File: src/rtl/seghash_pkg.sv
// Shared encodings for the segment hash and fault generator.
// Assumes a 32-bit address space with 4 KiB pages and 256 MiB segments.
package seghash_pkg;
    typedef enum logic [2:0] {
        AC_CODE  = 3'd0,
        AC_INT   = 3'd1,
        AC_FLOAT = 3'd2,
        AC_RES   = 3'd3,
        AC_EXT   = 3'd4,
        AC_CACHE = 3'd5
    } acc_class_e;

    typedef enum logic [1:0] {
        TR_HIT  = 2'd0,
        TR_MISS = 2'd1,
        TR_PROT = 2'd2
    } tlb_res_e;

    typedef enum logic [2:0] {
        EX_NONE  = 3'd0,
        EX_ITLB  = 3'd1,
        EX_DLTLB = 3'd2,
        EX_DSTLB = 3'd3,
        EX_ISI   = 3'd4,
        EX_DSI   = 3'd5,
        EX_ALIGN = 3'd6
    } exc_e;

    localparam logic [31:0] CODE_NOEXEC   = 32'h1000_0000;
    localparam logic [31:0] CODE_PROT     = 32'h0800_0000;
    localparam logic [31:0] ST_PROT_ST    = 32'h0A00_0000;
    localparam logic [31:0] ST_PROT_LD    = 32'h0800_0000;
    localparam logic [31:0] ST_RES_ST     = 32'h0600_0000;
    localparam logic [31:0] ST_RES_LD     = 32'h0400_0000;
    localparam logic [31:0] ST_EXT_ST     = 32'h0610_0000;
    localparam logic [31:0] ST_EXT_LD     = 32'h0410_0000;
    localparam logic [31:0] MISS_MARK     = 32'h8000_0000;
endpackage

File: src/rtl/seghash_segfile.sv
// Segment register file.
// Holds NSEG entries and stores only the bits the datapath uses: the four
// flag bits above the segment id, then the id. Reads are asynchronous, and a
// write becomes visible from the cycle after its strobe.
module seghash_segfile #(
    parameter int NSEG   = 16,
    parameter int VSID_W = 24,
    parameter int FLAG_W = 4
) (
    input  logic                          clk,
    input  logic                          rst_n,
    input  logic                          we,
    input  logic [$clog2(NSEG)-1:0]       wsel,
    input  logic [31:0]                   wdata,
    input  logic [$clog2(NSEG)-1:0]       rsel,
    output logic [FLAG_W+VSID_W-1:0]      rdata
);
    localparam int ENT_W = FLAG_W + VSID_W;

    logic [ENT_W-1:0] ent [NSEG];
    logic [ENT_W-1:0] packed_w;

    // Compact the write value to flags plus id.
    assign packed_w = {wdata[31 -: FLAG_W], wdata[VSID_W-1:0]};

    for (genvar i = 0; i < NSEG; i++) begin : g_ent
        // One entry: cleared on reset, loaded when selected.
        always_ff @(posedge clk) begin
            if (!rst_n)
                ent[i] <= '0;
            else if (we && (wsel == i[$clog2(NSEG)-1:0]))
                ent[i] <= packed_w;
        end
    end

    // Read the entry picked by the request.
    assign rdata = ent[rsel];
endmodule

File: src/rtl/seghash_calc.sv
// Segment context and page-group address calculation.
// Input seg is {ds, ks, kp, nx, vsid}. Produces the key for the current
// privilege, the primary hash and compare word, and both page-group
// addresses: base plus (hash or its complement, shifted) masked.
module seghash_calc #(
    parameter int VSID_W    = 24,
    parameter int PAGE_SH   = 12,
    parameter int PIDX_W    = 16,
    parameter int API_W     = 6,
    parameter int CMP_SH    = 7,
    parameter int GRP_SH    = 6
) (
    input  logic [VSID_W+3:0]  seg,
    input  logic [31:0]        ea,
    input  logic               user,
    input  logic [31:0]        base,
    input  logic [31:0]        mask,
    output logic               key,
    output logic               ds,
    output logic               nx,
    output logic [VSID_W-1:0]  hash,
    output logic [31:0]        cmp,
    output logic [31:0]        grp1,
    output logic [31:0]        grp2
);
    localparam int PAD_H = 32 - VSID_W - GRP_SH;
    localparam int PAD_C = 32 - VSID_W - CMP_SH;

    logic [VSID_W-1:0] vsid;
    logic [PIDX_W-1:0] pidx;
    logic [API_W-1:0]  api;
    logic [VSID_W-1:0] hsel [2];
    logic [31:0]       grp  [2];

    // Split the segment entry and the address into fields.
    assign ds   = seg[VSID_W+3];
    assign key  = user ? seg[VSID_W+1] : seg[VSID_W+2];
    assign nx   = seg[VSID_W];
    assign vsid = seg[VSID_W-1:0];
    assign pidx = ea[PAGE_SH +: PIDX_W];
    assign api  = pidx[PIDX_W-1 -: API_W];

    // Hash and compare word.
    assign hash = vsid ^ {{(VSID_W-PIDX_W){1'b0}}, pidx};
    assign cmp  = {{PAD_C{1'b0}}, vsid, {(CMP_SH-API_W){1'b0}}, api};

    assign hsel[0] = hash;
    assign hsel[1] = ~hash;

    for (genvar g = 0; g < 2; g++) begin : g_grp
        // Page-group address for the primary or complemented hash.
        assign grp[g] = base + ({{PAD_H{1'b0}}, hsel[g], {GRP_SH{1'b0}}} & mask);
    end

    assign grp1 = grp[0];
    assign grp2 = grp[1];
endmodule

File: src/rtl/seghash_fault.sv
// Fault classification and error-code encoding.
// Resolves one request from the segment flags, the key, the access class,
// store/load and the TLB outcome. Direct-store segments never use the TLB
// outcome. Purely combinational.
module seghash_fault
    import seghash_pkg::*;
(
    input  logic        ds,
    input  logic        nx,
    input  logic        key,
    input  logic [2:0]  acls,
    input  logic        store,
    input  logic [1:0]  tres,
    input  logic [31:0] cmp,
    input  logic [31:0] grp1,
    input  logic [31:0] grp2,
    output logic        fault,
    output logic        pass,
    output exc_e        cls,
    output logic [31:0] code,
    output logic [31:0] fcmp,
    output logic [31:0] h1,
    output logic [31:0] h2,
    output logic [31:0] status
);
    logic        fetch;
    logic [31:0] key_bits;

    assign fetch    = (acls == AC_CODE);
    assign key_bits = {12'd0, key, 19'd0};

    // Pick the fault class and its payload.
    always_comb begin
        fault  = 1'b0;
        pass   = 1'b0;
        cls    = EX_NONE;
        code   = '0;
        fcmp   = '0;
        h1     = '0;
        h2     = '0;
        status = '0;
        if (!ds) begin
            if (fetch && nx) begin
                fault = 1'b1;
                cls   = EX_ISI;
                code  = CODE_NOEXEC;
            end else if (tres == TR_MISS) begin
                fault = 1'b1;
                fcmp  = cmp | MISS_MARK;
                h1    = grp1;
                h2    = grp2;
                if (fetch) begin
                    cls  = EX_ITLB;
                    code = key_bits | 32'h0004_0000;
                end else if (store) begin
                    cls  = EX_DSTLB;
                    code = key_bits | 32'h0001_0000;
                end else begin
                    cls  = EX_DLTLB;
                    code = key_bits;
                end
            end else if (tres == TR_PROT) begin
                fault = 1'b1;
                if (fetch) begin
                    cls  = EX_ISI;
                    code = CODE_PROT;
                end else begin
                    cls    = EX_DSI;
                    status = store ? ST_PROT_ST : ST_PROT_LD;
                end
            end
        end else begin
            case (acls)
                AC_CACHE: pass = 1'b1;
                AC_CODE: begin
                    fault = 1'b1;
                    cls   = EX_ISI;
                    code  = CODE_NOEXEC;
                end
                AC_FLOAT: begin
                    fault = 1'b1;
                    cls   = EX_ALIGN;
                end
                AC_RES: begin
                    fault  = 1'b1;
                    cls    = EX_DSI;
                    status = store ? ST_RES_ST : ST_RES_LD;
                end
                AC_EXT: begin
                    fault  = 1'b1;
                    cls    = EX_DSI;
                    status = store ? ST_EXT_ST : ST_EXT_LD;
                end
                default: begin
                    if (store ? key : !key) begin
                        pass = 1'b1;
                    end else begin
                        fault  = 1'b1;
                        cls    = EX_DSI;
                        status = store ? ST_PROT_ST : ST_PROT_LD;
                    end
                end
            endcase
        end
    end
endmodule

File: src/rtl/seghash_unit.sv
// Segment hash and miss-register generator, top level.
// Selects a segment register by address bits 31:28, computes the
// translation context and, with the TLB outcome of the same request, the
// fault record. Every output is registered: results appear one clock after
// req_valid. Assumes the TLB outcome arrives together with the request.
module seghash_unit
    import seghash_pkg::*;
#(
    parameter int NSEG   = 16,
    parameter int VSID_W = 24
) (
    input  logic                clk,
    input  logic                rst_n,
    input  logic                seg_we,
    input  logic [3:0]          seg_sel,
    input  logic [31:0]         seg_wdata,
    input  logic                req_valid,
    input  logic [31:0]         req_ea,
    input  logic [2:0]          req_class,
    input  logic                req_store,
    input  logic                req_user,
    input  logic [1:0]          tlb_res,
    input  logic [31:0]         pt_base,
    input  logic [31:0]         pt_mask,
    output logic                ctx_valid,
    output logic                ctx_key,
    output logic                ctx_ds,
    output logic                ctx_nx,
    output logic [VSID_W-1:0]   ctx_hash,
    output logic [31:0]         ctx_cmp,
    output logic                dir_valid,
    output logic [31:0]         dir_addr,
    output logic                flt_valid,
    output logic [2:0]          flt_class,
    output logic [31:0]         flt_code,
    output logic [31:0]         flt_addr,
    output logic [31:0]         flt_cmp,
    output logic [31:0]         flt_hash1,
    output logic [31:0]         flt_hash2,
    output logic [31:0]         flt_status
);
    localparam int SEL_W = $clog2(NSEG);
    localparam int ENT_W = VSID_W + 4;

    logic [ENT_W-1:0]  seg_ent;
    logic              c_key, c_ds, c_nx;
    logic [VSID_W-1:0] c_hash;
    logic [31:0]       c_cmp, c_g1, c_g2;
    logic              f_fault, f_pass;
    exc_e              f_cls;
    logic [31:0]       f_code, f_cmp, f_h1, f_h2, f_status;

    seghash_segfile #(.NSEG(NSEG), .VSID_W(VSID_W), .FLAG_W(4)) u_segs (
        .clk   (clk),
        .rst_n (rst_n),
        .we    (seg_we),
        .wsel  (seg_sel[SEL_W-1:0]),
        .wdata (seg_wdata),
        .rsel  (req_ea[31 -: SEL_W]),
        .rdata (seg_ent)
    );

    seghash_calc #(.VSID_W(VSID_W)) u_calc (
        .seg  (seg_ent),
        .ea   (req_ea),
        .user (req_user),
        .base (pt_base),
        .mask (pt_mask),
        .key  (c_key),
        .ds   (c_ds),
        .nx   (c_nx),
        .hash (c_hash),
        .cmp  (c_cmp),
        .grp1 (c_g1),
        .grp2 (c_g2)
    );

    seghash_fault u_flt (
        .ds     (c_ds),
        .nx     (c_nx),
        .key    (c_key),
        .acls   (req_class),
        .store  (req_store),
        .tres   (tlb_res),
        .cmp    (c_cmp),
        .grp1   (c_g1),
        .grp2   (c_g2),
        .fault  (f_fault),
        .pass   (f_pass),
        .cls    (f_cls),
        .code   (f_code),
        .fcmp   (f_cmp),
        .h1     (f_h1),
        .h2     (f_h2),
        .status (f_status)
    );

    // Strobes: one cycle after each request, cleared by reset.
    always_ff @(posedge clk) begin
        if (!rst_n) begin
            ctx_valid <= 1'b0;
            flt_valid <= 1'b0;
            dir_valid <= 1'b0;
        end else begin
            ctx_valid <= req_valid;
            flt_valid <= req_valid & f_fault;
            dir_valid <= req_valid & f_pass;
        end
    end

    // Payload: captured on each request, held between requests.
    always_ff @(posedge clk) begin
        if (!rst_n) begin
            ctx_key    <= 1'b0;
            ctx_ds     <= 1'b0;
            ctx_nx     <= 1'b0;
            ctx_hash   <= '0;
            ctx_cmp    <= '0;
            dir_addr   <= '0;
            flt_class  <= '0;
            flt_code   <= '0;
            flt_addr   <= '0;
            flt_cmp    <= '0;
            flt_hash1  <= '0;
            flt_hash2  <= '0;
            flt_status <= '0;
        end else if (req_valid) begin
            ctx_key    <= c_key;
            ctx_ds     <= c_ds;
            ctx_nx     <= c_nx;
            ctx_hash   <= c_hash;
            ctx_cmp    <= c_cmp;
            dir_addr   <= f_pass ? req_ea : '0;
            flt_class  <= f_cls;
            flt_code   <= f_code;
            flt_addr   <= f_fault ? req_ea : '0;
            flt_cmp    <= f_cmp;
            flt_hash1  <= f_h1;
            flt_hash2  <= f_h2;
            flt_status <= f_status;
        end
    end
endmodule

File: config.mk
export PLATFORM = sky130hd
export DESIGN_NAME = seghash_unit
export DESIGN_NICKNAME = d
export VERILOG_FILES = /design/src/rtl/seghash_pkg.sv /design/src/rtl/seghash_segfile.sv /design/src/rtl/seghash_calc.sv /design/src/rtl/seghash_fault.sv /design/src/rtl/seghash_unit.sv
export SDC_FILE = /design/constraint.sdc
export NUM_CORES = 1
export LEC_CHECK = 0
export BUFFER_PORTS_ARGS = -buffer_cell sky130_fd_sc_hd__buf_2
export CORE_ASPECT_RATIO = 0.6
export CORE_MARGIN = 10
export CORE_UTILIZATION = 40
export DETAILED_ROUTE_END_ITERATION = 8
export GPL_TIMING_DRIVEN = 0
export MAX_ROUTING_LAYER = met4
export PLACE_DENSITY = 0.58
export SYNTH_ARGS = -nofsm -noshare
export SYNTH_HDL_FRONTEND = slang
export SYNTH_HIERARCHICAL = 1
export SYNTH_SLANG_ARGS = --single-unit
export TNS_END_PERCENT = 5
File: constraint.sdc
create_clock -name clk -period 6.6 [get_ports clk]
set_clock_uncertainty 0.15 [all_clocks]
set_input_delay 1.32 -clock clk [delete_from_list [all_inputs] [get_ports clk]]
set_output_delay 1.32 -clock clk [all_outputs]
set_load 0.05 [all_outputs]
==> results of run 1 <==
[Yosys cell counts (8+ instances only)]
| cell | n | share of area (%) |
|---|---|---|
| buf_6 | 45 | 1.4 |
| ha_1 | 52 | 1.8 |
| a32o_1 | 31 | 0.85 |
| inv_1 | 37 | 0.38 |
| a22oi_1 | 57 | 1.2 |
| buf_12 | 8 | 0.44 |
| mux2i_1 | 223 | 6.1 |
| xor2_1 | 31 | 0.74 |
| nand2_1 | 99 | 1.0 |
| nand4_1 | 8 | 0.14 |
| nand3b_1 | 38 | 0.78 |
| mux4_1 | 28 | 2.0 |
| nor2_1 | 50 | 0.51 |
| a21oi_1 | 52 | 0.71 |
| mux4_2 | 84 | 5.2 |
| buf_2 | 62 | 0.85 |
| nand3_1 | 16 | 0.22 |
| a21o_1 | 14 | 0.29 |
| xnor2_1 | 27 | 0.65 |
| buf_4 | 111 | 2.3 |
| clkbuf_1 | 83 | 0.85 |
| and2_1 | 573 | 9.8 |
| nor2b_1 | 274 | 4.7 |
| o21ai_0 | 62 | 0.85 |
| dfxtp_1 | 289 | 16 |
| edfxtp_1 | 448 | 37 |
| o21ai_1 | 12 | 0.16 |
| nor2_4 | 12 | 0.37 |
[timing repair]
| action | CTS | global route |
|---|---|---|
| resized for setup | 0 | 1 |
| hold buffers | 0 | 0 |
| setup endpoints to repair | 0 | 1 |
[state kept, by name, indices dropped and copies added (netlist names), 3 cells and up]
register / flops
u_segs/ent: 448
ctx_cmp: 32
dir_addr: 32
flt_addr: 32
flt_cmp: 32
flt_code: 32
flt_hash1: 32
flt_hash2: 32
flt_status: 32
ctx_hash: 24
flt_class: 3
[through the flow]
stage / instance area (um2) / cells
6_report: 43300 / 4785
5_1_grt: 43300 / 4780
4_1_cts: 43300 / 4776
3_5_place_dp: 40900 / 4643
3_3_place_gp: 40300 / 4626
2_1_floorplan: 36700 / 2997
[layout make-up]
cell class	instances	area (um2)
inverter	37	139
sequential	737	19200
clock inverter	31	410
multi-input combinational	1907	15300
fill	8238	46700
tap	1218	1520
antenna	9	22.5
timing repair buffer	428	2460
clock buffer	102	2050
buffer	316	2150
[kinds of logic (layout without fill, tap and decap cells)]
kind of cell / Yosys count / in the layout / share of synthesized area, %
compound gates: 284 / 284 / 5.43
xor+xnor: 58 / 58 / 1.39
fa+ha+maj: 54 / 54 / 1.89
buf+inv: 353 / 914 / 6.29
flops: 737 / 737 / 52.7
mux: 338 / 338 / 13.4
other cells: 2 / 66 / 0.0206
simple gates: 1116 / 1116 / 18.8
[how the worst min path moves through the flow]
stage,from,cells past startpoint,to,slack [ps]
3_3_place_gp,flt_addr[24],2,flt_addr[24],310
3_5_place_dp,flt_addr[23],2,flt_addr[23],310
4_1_cts,flt_addr[23],2,flt_addr[23],320
2_1_floorplan,flt_addr[11],2,flt_addr[11],550
6_report,flt_addr[23],2,flt_addr[23],320
5_1_grt,flt_addr[11],2,flt_addr[11],340
[worst max-delay path, delay by kind of cell]
kind,cells,cell delay (ps)
compound gates,6,1330
mux,2,560
simple gates,5,1230
xor+xnor,2,1290
fa+ha+maj,1,120
buf+inv,3,1090
[per-layer routing]
metal	vias up	wire length, um	part of all wire (%)
met4	0	2970	2.4
li1	11400	-	-
met1	12400	58500	47
met3	154	11800	9.5
met2	1198	51000	41
met5	-	0	0
[power by group]
group          total, mW  switching (mW)  internal (mW)
Clock               4.42            1.88           2.54
Combinational       2.05            1.34          0.717
Sequential          5.23          0.0918           5.13
[cells in the final DEF, fill, tap and decap left out, drive strengths merged, types with 5 or more instances in the layout]
cell / netlist / final
a21o: 14 / 14
a21oi: 53 / 53
a22oi: 58 / 58
a31oi: 5 / 5
a32o: 31 / 31
and2: 574 / 574
and3: 7 / 7
buf: 231 / 659
bufinv: 0 / 9
clkbuf: 84 / 186
clkinv: 0 / 16
conb: 2 / 57
dfxtp: 289 / 289
diode: 0 / 9
edfxtp: 448 / 448
ha: 52 / 52
inv: 37 / 43
mux2i: 223 / 223
mux4: 112 / 112
nand2: 99 / 99
nand2b: 6 / 6
nand3: 16 / 16
nand3b: 38 / 38
nand4: 9 / 9
nor2: 66 / 66
nor2b: 274 / 274
nor3: 7 / 7
o211ai: 6 / 6
o21a: 5 / 5
o21ai: 74 / 74
xnor2: 27 / 27
xor2: 31 / 31
==> impl_metrics.tcl, run 1 <==
set metrics [dict create \
    met3_usage_pct 5.58 \
    cap_violations 0 \
    worstSetupStartpoint "req_ea[29]" \
    power.leakage_nw 18.0 \
    cp.required_ps 7040 \
    synth-edff-count 448 \
    slowest_stage "clkbuf_1" \
    ys_types 86 \
    synth_area_per_cell_um2 12.4 \
    start_util_pct 40.5 \
    firstDrtPassIters 8 \
    cts_buffers 74 \
    cpPeakStageDelay_ps 790 \
    overflow 0 \
    grt_pass1_wl_mm 173 \
    setup_viol 0 \
    power_density_mw_per_mm2 270 \
    hpwl_mm 96.3 \
    drt_first_iter_violations 2977 \
    layout-drive-gt1-share_pct 25.1 \
    timing.critical_path.to "flt_hash1[31]" \
    synth_flop_cell "edfxtp_1" \
    reg2reg_depth 17 \
    cp.arrival_ps 6970 \
    min_period_ps 6520 \
    area_delta_synth_final_pct 18.8 \
    r2r-end "flt_hash1[31]" \
    synthCells 2942 \
    met2_usage_pct 31.4 \
    start_kind "primary input" \
    r2r-start "u_segs/ent[11][1]" \
    cp-end-kind "register" \
    dp_slack_ps -411 \
    reg2reg_slack_ps 1280 \
    fin_total_pwr_mw 11.7 \
    cpMostUsedCell "a21oi_1" \
    io_buffer_count 411 \
    cts_tree "built" \
    gr-usage-all-layers_pct 23.5 \
    cts_sinks 737 \
    drc_errors 0 \
    critPathKind "in -> reg" \
    syn_area_mm2 0.0365 \
    whs_ps 320 \
    tightestPinTransition_ps 1190 \
    met1_usage_pct 35.1 \
    top_usage_layer "met1" \
    final_nets 3698 \
    wl_per_cell_um 26.0 \
    clockBufferDepth 3 \
    cp_max_fo 10 \
    antenna_left 0 \
    synth_sequential_area_ratio_pct 52.7 \
    cts_setup_buffers 0 \
    routed_wl_mm 124 \
    rows 85 \
    core-area_mm2 0.0901 \
    slew_viol_final 0 \
    grt_pass1_vias 23500 \
    htree_levels 3 \
    grt_max_degree 19 \
    io_pins 432 \
    worst_slack_ps 76.1 \
    rsz0062_at_grt "no" \
    path_cells "buf_2, clkbuf_1, mux4_2, a22oi_1, nand2_1, xor2_1, nand2_1, inv_1, ha_1, a21oi_1, nand4b_1, a21oi_1, o2111ai_1, a21oi_1, o21ai_0, xnor2_1, and2_1, mux2i_1, nor2b_1" \
    vdd.ir_drop.worst_v 0.000179 \
    die_area_mm2 0.104 \
    max-slew-margin-rel_pct 20.6 \
    antenna_found_initial 18 \
    max_freq_mhz 153 \
    clk_latency_ps 670 \
    fin_crit_sh_pct 98.8 \
    ys_async_sr_fraction_pct 0 \
    clkTransAtPathRegs_ps 60 \
    synth-seq-cells 737 \
    finish.utilization_pct 48.1 \
    yosys_warnings 6 \
    num_vias 25100 \
    hold_path_class "reg -> reg" \
    tns_ps 0 \
    routed_via_density 5.26 \
    finalHoldViolations 0 \
    die_height_um 254 \
    status "complete, no violations" \
    gp_congestion 0.932 \
    dieWidth_um 410 \
    cts-root-buf "clkbuf_16" \
]
No activity file was read; power rests on OpenSTA's default activity.
==> run 2, diff against run 1 <==
CELL_PAD_IN_SITES_DETAIL_PLACEMENT = 0   (was unset)
CELL_PAD_IN_SITES_GLOBAL_PLACEMENT = 1   (was unset)
PLACE_DENSITY = 0.69   (was 0.58)
==> run 2 against run 1 <==
  * Clock-buffer cell count down 9
  * Fmax increased by 3.4%
  * Power fell by 1.7%
  * Largest cell class unchanged
  * Largest power group unchanged
  * Highest routed layer unchanged
==> impl_metrics.tcl, run 2 (synthesized netlist as in run 1, its figures left out) <==
set metrics [dict create \
    top_register "u_segs/ent" \
    sw_frac_of_total_pct 29.0 \
    min_to "flt_addr[25]" \
    clk_latency_ps 670 \
    cts_buffers 73 \
    r2r-start "u_segs/ent[15][1]" \
    start_util_pct 40.5 \
    wl_per_cell_um 26.9 \
    power_frac_clock_pct 36.4 \
    power.leakage_nw 17.9 \
    finalHoldViolations 0 \
    hold_path_class "reg -> reg" \
    final_nets 3697 \
    place_area_mm2 0.0408 \
    min_from "flt_addr[25]" \
    cts_tree "built" \
    grt_max_degree 20 \
    clkTransAtPathRegs_ps 60 \
    area_delta_synth_final_pct 18.3 \
    grt_pass1_wl_mm 181 \
    hpwl_mm 98.8 \
    num_vias 25400 \
    rows 85 \
    min_period_ps 6310 \
    cts-root-buf "clkbuf_16" \
    drc_errors 0 \
    status "complete, no violations" \
    setup_viol 0 \
    cp-end-kind "register" \
    slew_viol_final 0 \
    final_common_cell "and2_1" \
    max-slew-margin-rel_pct 23.2 \
    whs_ps 324 \
    overflow 0 \
    htree_levels 3 \
    grt_pass1_vias 25200 \
    firstDrtPassIters 5 \
    r2r-end "flt_hash1[24]" \
    max_freq_mhz 158 \
    core-area_mm2 0.0901 \
    cap_violations 0 \
    drt_first_iter_violations 2640 \
    layout-drive-gt1-share_pct 25.1 \
    cp.arrival_ps 6760 \
    critPathKind "in -> reg" \
    routed_wl_mm 129 \
    cp_max_fo 10 \
    routed_via_density 5.31 \
    p_sw_mw 3.33 \
    clockBufferDepth 3 \
    largest_reg_flops 448 \
    cp.required_ps 7050 \
    vdd.ir_drop.worst_v 0.000186 \
    rsz0062_at_grt "no" \
    tightestPinTransition_ps 1150 \
    die_area_mm2 0.104 \
    start_kind "primary input" \
    reg2reg_depth 16 \
    internal_power_mw 8.17 \
    seqPwrFrac_pct 45.6 \
    io_pins 432 \
    share_comb_of_total_power_pct 18.0 \
    io_buffer_count 411 \
    power_density_mw_per_mm2 266 \
    layout_common_cells "and2_1 (573), buf_2 (473), edfxtp_1 (448)" \
    gp_congestion 0.920 \
    fin_crit_sh_pct 95.6 \
    antenna_found_initial 16 \
    cts_sinks 737 \
    die_height_um 254 \
    dieWidth_um 410 \
    antenna_left 0 \
    fin_area_mm2 0.0432 \
    gr-usage-all-layers_pct 24.7 \
    worstHoldPathCells 2 \
    reg2reg_slack_ps 1530 \
]
-- run 2: how the worst max path moves through the flow --
stage / startpoint / slack (ps) / cells after the start / endpoint
global placement: seg_sel[2] / -840 / 3 / u_segs/ent[3][12]
finish: req_ea[29] / 290 / 19 / flt_hash1[24]
global route: req_ea[29] / 60 / 19 / flt_hash1[24]
detailed placement: req_ea[29] / -590 / 21 / flt_hash2[31]
CTS: req_ea[29] / 120 / 21 / flt_hash2[31]
floorplan: req_ea[28] / 1460 / 20 / flt_hash1[24]
-- run 2: what timing repair did --
item	CTS	global route
endpoints found under the setup margin	0	2
gates resized for setup	0	1
hold buffers	0	0
buffers inserted	0	0
-- run 2: power groups by stage --
stage	logic (mW)	clock network, mW	registers [mW]
2_1_floorplan	1.04	0	5.62
4_1_cts	2.06	4.27	5.24
3_3_place_gp	1.99	0	5.34
5_1_grt	2.20	4.47	5.26
3_5_place_dp	2.05	0	5.34
6_report	2.07	4.19	5.24
-- run 2: area by class of cell --
type                    count  area (um2)
inverters                  37         139
flip-flops and latches    737       19200
plain buffers             316        2150
clock inverters            42         360
diodes                     10        25.0
clock buffers              93        1960
repair buffers            428        2410
multi-input cells        1907       15300
well taps                1218        1520
fillers                  8224       46900
-- run 2: critical path, cell delays in order --
cell      delay [ps]
buf_2            220
buf_2            320
buf_2            470
mux4_2           400
a22oi_1          280
nand2_1          260
xor2_1           560
nand2_1          200
fa_1             470
nand2b_1         190
a211oi_1         420
o21bai_1         210
o21a_1           220
o21ai_1          290
a21boi_1         150
xnor2_1          340
and2_1           220
mux2i_1           80
nor2b_1          110
-- run 2: metal layers --
layer	share of wire [%]	track usage, %
met2	43	35.1
met5	0	-
met4	3.5	8.42
met3	9.7	6.31
met1	44	33.9
-- run 2: stage by stage --
stage	util (%)	power (mW)	setup TNS, ps	cells	setup WS (ps)
finish	47.9	11.5	0	4788	289
global route	47.9	11.9	0	4785	59.8
CTS	47.9	11.6	0	4777	117
detailed placement	45.3	7.38	-1480	4642	-588
global placement	44.7	7.33	-197090	4626	-843
floorplan	-	6.66	0	2997	1460
